$ cat src/rtl/dring_pkg.sv
package dring_pkg;
    typedef enum logic [3:0] {
        S_IDLE, S_GET_OWN, S_GET_CTL, S_GET_BUF, S_GET_NXT,
        S_CHECK, S_MOVE, S_PUT_OWN, S_PARK, S_FAULT
    } walk_state_t;

    localparam int OWN_BIT  = 31;
    localparam int IRQ_BIT  = 31;
    localparam int LAST_BIT = 29;
    localparam int WRAP_BIT = 25;
endpackage

$ cat src/rtl/dring_desc_decode.sv
module dring_desc_decode #(
    parameter int LEN_W = 11
) (
    input  logic [LEN_W-1:0] len,
    input  logic             wrap,
    input  logic [1:0]       buf_lo,
    input  logic [1:0]       nxt_lo,
    output logic             zero_len,
    output logic             bad_desc
);
    always_comb begin
        zero_len = (len == '0);
        bad_desc = !zero_len &&
                   ((len[1:0] != 2'b00) || (buf_lo != 2'b00) ||
                    (!wrap && (nxt_lo != 2'b00)));
    end
endmodule

$ cat src/rtl/dring_addr_gen.sv
module dring_addr_gen #(
    parameter int AW = 32
) (
    input  logic [AW-1:0] ptr,
    input  logic [AW-1:0] base,
    input  logic [AW-1:0] nxt,
    input  logic          wrap,
    input  logic [1:0]    word_idx,
    output logic [AW-1:0] rd_addr,
    output logic [AW-1:0] adv_addr
);
    localparam int OFS_W = 4;

    logic [OFS_W-1:0] ofs;

    always_comb begin
        ofs      = {word_idx, 2'b00};
        rd_addr  = ptr + AW'(ofs);
        adv_addr = wrap ? base : nxt;
    end
endmodule

$ cat src/rtl/dring_walker.sv
module dring_walker
    import dring_pkg::*;
#(
    parameter int AW    = 32,
    parameter int LEN_W = 11
) (
    input  logic             clk,
    input  logic             rst_n,
    input  logic             start,
    input  logic [AW-1:0]    base_addr,
    input  logic             poll,
    output logic             mem_req,
    output logic             mem_we,
    output logic [AW-1:0]    mem_addr,
    output logic [31:0]      mem_wdata,
    input  logic             mem_ack,
    input  logic [31:0]      mem_rdata,
    output logic             mv_req,
    output logic [AW-1:0]    mv_addr,
    output logic [LEN_W-1:0] mv_len,
    input  logic             mv_done,
    output logic             suspended,
    output logic             halted_err,
    output logic             irq
);
    walk_state_t state_q, state_d;

    logic [AW-1:0]    ptr_q, base_q, buf_q, nxt_q;
    logic [30:0]      own_q;
    logic [LEN_W-1:0] len_q;
    logic             wrap_q, ic_q, ls_q, irq_q;
    logic [1:0]       word_idx;
    logic [AW-1:0]    rd_addr, adv_addr;
    logic             zero_len, bad_desc;
    logic             start_ok;

    assign start_ok = start && ((state_q == S_IDLE) || (state_q == S_PARK));

    dring_addr_gen #(.AW(AW)) addr_i (
        .ptr      (ptr_q),
        .base     (base_q),
        .nxt      (nxt_q),
        .wrap     (wrap_q),
        .word_idx (word_idx),
        .rd_addr  (rd_addr),
        .adv_addr (adv_addr)
    );

    dring_desc_decode #(.LEN_W(LEN_W)) dec_i (
        .len      (len_q),
        .wrap     (wrap_q),
        .buf_lo   (buf_q[1:0]),
        .nxt_lo   (nxt_q[1:0]),
        .zero_len (zero_len),
        .bad_desc (bad_desc)
    );

    // state register
    always_ff @(posedge clk or negedge rst_n) begin
        if (!rst_n) state_q <= S_IDLE;
        else        state_q <= state_d;
    end

    // next-state logic
    always_comb begin
        state_d = state_q;
        unique case (state_q)
            S_IDLE:    if (start) state_d = S_GET_OWN;
            S_GET_OWN: if (mem_ack) state_d = mem_rdata[OWN_BIT] ? S_GET_CTL : S_PARK;
            S_GET_CTL: if (mem_ack) state_d = S_GET_BUF;
            S_GET_BUF: if (mem_ack) state_d = S_GET_NXT;
            S_GET_NXT: if (mem_ack) state_d = S_CHECK;
            S_CHECK: begin
                if (zero_len)      state_d = S_PUT_OWN;
                else if (bad_desc) state_d = S_FAULT;
                else               state_d = S_MOVE;
            end
            S_MOVE:    if (mv_done) state_d = S_PUT_OWN;
            S_PUT_OWN: if (mem_ack) state_d = S_GET_OWN;
            S_PARK:    if (start || poll) state_d = S_GET_OWN;
            S_FAULT:   state_d = S_FAULT;
            default:   state_d = S_IDLE;
        endcase
    end

    // descriptor fields, pointer and interrupt register
    always_ff @(posedge clk or negedge rst_n) begin
        if (!rst_n) begin
            ptr_q  <= '0;
            base_q <= '0;
            buf_q  <= '0;
            nxt_q  <= '0;
            own_q  <= '0;
            len_q  <= '0;
            wrap_q <= 1'b0;
            ic_q   <= 1'b0;
            ls_q   <= 1'b0;
            irq_q  <= 1'b0;
        end else begin
            irq_q <= 1'b0;
            if (start_ok) begin
                base_q <= base_addr;
                ptr_q  <= base_addr;
            end
            if (mem_ack) begin
                case (state_q)
                    S_GET_OWN: own_q <= mem_rdata[30:0];
                    S_GET_CTL: begin
                        len_q  <= mem_rdata[LEN_W-1:0];
                        wrap_q <= mem_rdata[WRAP_BIT];
                        ic_q   <= mem_rdata[IRQ_BIT];
                        ls_q   <= mem_rdata[LAST_BIT];
                    end
                    S_GET_BUF: buf_q <= mem_rdata[AW-1:0];
                    S_GET_NXT: nxt_q <= mem_rdata[AW-1:0];
                    S_PUT_OWN: begin
                        ptr_q <= adv_addr;
                        irq_q <= ic_q && ls_q;
                    end
                    default: ;
                endcase
            end
        end
    end

    // outputs
    always_comb begin
        word_idx   = 2'd0;
        mem_req    = 1'b0;
        mem_we     = 1'b0;
        mv_req     = 1'b0;
        suspended  = 1'b0;
        halted_err = 1'b0;
        unique case (state_q)
            S_GET_OWN: mem_req = 1'b1;
            S_GET_CTL: begin mem_req = 1'b1; word_idx = 2'd1; end
            S_GET_BUF: begin mem_req = 1'b1; word_idx = 2'd2; end
            S_GET_NXT: begin mem_req = 1'b1; word_idx = 2'd3; end
            S_PUT_OWN: begin mem_req = 1'b1; mem_we = 1'b1; end
            S_MOVE:    mv_req = 1'b1;
            S_PARK:    suspended = 1'b1;
            S_FAULT:   halted_err = 1'b1;
            default: ;
        endcase
        mem_addr  = rd_addr;
        mem_wdata = {1'b0, own_q};
        mv_addr   = buf_q;
        mv_len    = len_q;
        irq       = irq_q;
    end
endmodule

$ cat config.mk
export PLATFORM = sky130hd
export DESIGN_NAME = dring_walker
export DESIGN_NICKNAME = d
export VERILOG_FILES = /design/src/rtl/dring_pkg.sv /design/src/rtl/dring_desc_decode.sv /design/src/rtl/dring_addr_gen.sv /design/src/rtl/dring_walker.sv
export SDC_FILE = /design/constraint.sdc
export NUM_CORES = 1
export LEC_CHECK = 0
export BUFFER_PORTS_ARGS = -buffer_cell sky130_fd_sc_hd__buf_2
export CORE_MARGIN = 10
export CORE_UTILIZATION = 55
export DETAILED_ROUTE_END_ITERATION = 6
export PLACE_DENSITY_LB_ADDON = 0.08
export SYNTH_ARGS = -nofsm -noshare
export SYNTH_HDL_FRONTEND = slang
export SYNTH_HIERARCHICAL = 1
export SYNTH_SLANG_ARGS = --single-unit
$ cat constraint.sdc
create_clock -name clk -period 5.3 [get_ports clk]
set_input_delay 0.265 -clock clk [delete_from_list [all_inputs] [get_ports clk]]
set_output_delay 0.265 -clock clk [all_outputs]
set_load 0.02 [all_outputs]
==> results.tsv <==
stage	metric	value	unit
status	status	complete, no violations	
clock_network	cts_tree	yes	
drt	firstDrtPassIters	4	
sta	drv_slew	0	
synth	synth_compound_area_share	3.92	%
placement	port_buffers	181	
critical_path	cp_slowest_stage_delay	0.91	ns
drt	drc	0	
sta	tns	0	ns
critical_path	crit_fanout	14	
synth	synth_xor_area_share	3.30	%
power	ir_drop	0.322	mV
global_route	grtUsageMet1	25.0	%
sta	tightest_slew	1.23	ns
cells_and_area	seqCellArea	4460	µm²
cells_and_area	final_cell_mix	buf_2 (180), dfrtp_1 (177), nand2_1 (138), mux2_2 (111), nor2_1 (41)	
synth	synth_nets	760	
critical_path	crit_path_end	mem_addr[28]	
clock_network	post_cts_buffers	0	
clock_network	clk_pin_slew	0.07	ns
placement	place_area	8970	µm²
synth	synth_edf_count	0	
synth	synth_warnings	6	
synth	syn_area_per_cell	11.6	µm²
global_route	grt_pass1_wl	32700	µm
placement	gp_congestion	0.803	
power	p_leak	4.73	nW
cells_and_area	final_area	9620	µm²
critical_path	crit_chain	or3b_2 > a21oi_1 > fa_1 > nand4_1 > nor3_1 > nand4_1 > xnor2_1 > buf_2	
drt	routedWlPerCell	19.2	µm
synth	synthArstFlopShare	100	%
critical_path	r2r-end	mv_addr[16]	
clock_network	clock_latency	0.42	ns
synth	synthCells	687	
synth	synth_cell_type_count	45	
floorplanning	design.core.area	14000	µm²
critical_path	end_kind	output port	
critical_path	slowest_stage	nor3_1	
sta	clock_skew	0.00660	ns
min_path	min_path_type	in -> reg	
drt	finalWirelength	20000	µm
sta	timing_hold_violations_final	0	
cells_and_area	nFillCells	1080	
critical_path	worstSetupStartpointType	flop	
critical_path	path_class	reg -> out	
synth	syn_area	7970	µm²
floorplanning	start_util	56.8	%
sta	maxSlewHeadroom	17.4	%
sta	finalCriticalPeriod	4.10	ns
power	powerDensity	662	nW/µm²
drt	num_vias	5811	
sta	final-setup-viol-count	0	
critical_path	rrSetupSlack	2.69	ns
cells_and_area	finalNetCount	925	
power	switchingPower	2.43	mW
clock_network	cts_max_level	4	
synth	yosysSeqAreaShare	55.9	%
synth	synth-simple-area-share	13.5	%
global_route	antenna_found_initial	0	
synth	yosys.area_share.adder	0.565	%
placement	dp_hpwl	14100	µm
floorplanning	row_count	43	
drt	ant_nets	0	
cells_and_area	final_common_cell	buf_2	
sta	finalCritPeriodShare	77.4	%
global_route	grt_pass1_vias	6205	
global_route	grt_overflow	0	
flow_run	drv_cap	0	
cells_and_area	drive_above_1_share	39.4	%
power	p_sw_share	38.1	%
power	comb_power_share	39.3	%
sta	fmax	244	MHz
synth	yosys_most_used_dff	dfrtp_1	
global_route	grt_usage	20.5	%
cells_and_area	syn2layout_area_growth	20.7	%
clock_network	clockBufferDepth	2	
drt	drt_iter0_drc	338	
critical_path	required	5.04	ns
floorplanning	fp.dieW	140	µm
clock_network	cts_inserted_buffers	17	
synth	synth_top_family_by_area	multiplexers	
cells_and_area	multi_input_area	3340	µm²
critical_path	cpMostUsedCell	nand4_1	
global_route	grtUsageMet2	34.1	%
floorplanning	die_h	140	µm
critical_path	cp-startpoint	state_q[1]	
global_route	grt_max_degree	68	
clock_network	root_buffer	clkbuf_16	
synth	muxShareOfSynthArea	20.3	%
critical_path	worstPathArrival	3.83	ns
floorplanning	ios	183	
power	power_frac_clock	20.9	%
critical_path	worstRegToRegCells	5	
sta	grt_setup_unrepaired	false	
global_route	top_usage_layer	met2	
power	intPower	3.94	mW
synth	ys_ff_latch	178	
clock_network	cts.sinks	178	
power	p_seq_share	39.8	%
critical_path	r2r_start	state_q[2]	
drt	vias_per_cell	5.56	
floorplanning	die-area	19700	µm²
global_route	use_met3	6.02	%
cells_and_area	antenna_cells	0	
## power by group through the flow
stage	clock network [mW]	registers, mW	logic (mW)
2_1_floorplan	0	2.73	1.47
4_1_cts	1.35	2.53	2.54
5_1_grt	1.41	2.63	2.72
6_report	1.33	2.54	2.50
3_3_place_gp	0	2.50	2.47
3_5_place_dp	0	2.55	2.52
## state kept, by name (all words and copies together) (netlist names)
| signal | flops |
|---|---|
| base_q | 32 |
| mv_addr | 32 |
| nxt_q | 32 |
| ptr_q | 32 |
| own_q | 31 |
| mv_len | 11 |
| state_q | 4 |
| ic_q | 1 |
| irq | 1 |
| ls_q | 1 |
| wrap_q | 1 |
## Yosys cell counts, types with 2 or more instances
cell type / n / area (µm²)
nand4_1: 9 / 56.3
buf_2: 17 / 85.1
o21ai_0: 3 / 15.0
clkbuf_1: 17 / 63.8
inv_1: 3 / 11.3
and2_1: 3 / 18.8
buf_4: 3 / 22.5
and4_1: 4 / 35.0
nand2_1: 139 / 522
a21oi_1: 4 / 20.0
nor2b_1: 3 / 18.8
xnor2_1: 23 / 201
dfrtp_1: 178 / 4450
buf_1: 3 / 11.3
o21bai_1: 2 / 15.0
nor4_1: 4 / 25.0
nand3_1: 14 / 70.1
mux2_2: 111 / 1250
and3_1: 2 / 12.5
xor2_1: 7 / 61.3
nor3_1: 6 / 30.0
nand3b_1: 2 / 15.0
a31oi_1: 32 / 200
mux2_1: 33 / 372
nor2_1: 41 / 154
nand2b_1: 4 / 25.0
ha_1: 2 / 25.0
## critical path: cells and delay by family, from the launching register on
family,cells,cell delay [ns]
xor gates and xnor gates,1,0.20
and+or+nand+nor,4,1.84
adders and majority gates,1,0.34
buffers and inverters,1,0.19
AOI/OAI and AO/OA,1,0.34
DFF,1,0.51
## worst min path at each step
stage / start / end / slack [ns] / cells after the start
final: base_addr[22] / base_q[22] / 0.05 / 3
after global routing: base_addr[20] / base_q[20] / 0.05 / 3
after CTS: base_addr[22] / base_q[22] / 0.04 / 3
after detailed placement: rst_n / own_q[29] / 0.24 / 1
after global placement: rst_n / own_q[29] / 0.23 / 1
after floorplan: rst_n / base_q[0] / -0.03 / 0
## layer usage
layer | up-vias | routed length, µm
met3 | 27 | 1310
met5 | - | 0
met2 | 173 | 9970
li1 | 2689 | -
met4 | 0 | 335
met1 | 2922 | 8430
## logic make-up (layout without fill, tap and decap cells)
kind of cell / after synthesis / after routing
adder cells (fa/ha/maj): 3 / 3
buffers and inverters: 44 / 222
XOR/XNOR: 30 / 30
AND/OR/NAND/NOR: 239 / 239
multiplexers: 144 / 144
AO/OA/AOI/OAI: 48 / 48
other: 1 / 1
flip-flops: 178 / 178
## metrics by stage
stage / setup slack (ns) / instances / power [mW] / hold WS, ns / utilization (%)
final: 1.20 / 1045 / 6.37 / 0.0482 / 68.5
after global placement: 1.89 / 1012 / 4.97 / 0.226 / 63.9
after detailed placement: 1.78 / 1012 / 5.07 / 0.244 / 63.9
after CTS: 1.29 / 1045 / 6.43 / 0.0365 / 68.5
after floorplan: 2.36 / 687 / 4.20 / -0.0306 / -
after global routing: 0.940 / 1045 / 6.77 / 0.0505 / 68.5
## final cells by class
cell class | count | share of cell area (%)
Clock buffer | 19 | 4.71
Clock inverter | 13 | 1.90
Inverter | 4 | 0.156
Multi-Input combinational cell | 465 | 34.7
Sequential cell | 178 | 46.3
Tap cell | 180 | 2.34
Timing Repair Buffer | 186 | 9.90
## repair_timing
| item | 4_1_cts | 5_1_grt |
|---|---|---|
| resized for setup | 0 | 0 |
| hold endpoints to repair | 51 | 0 |
| hold buffers | 1 | 0 |
Power figures use the tool's default switching activity.
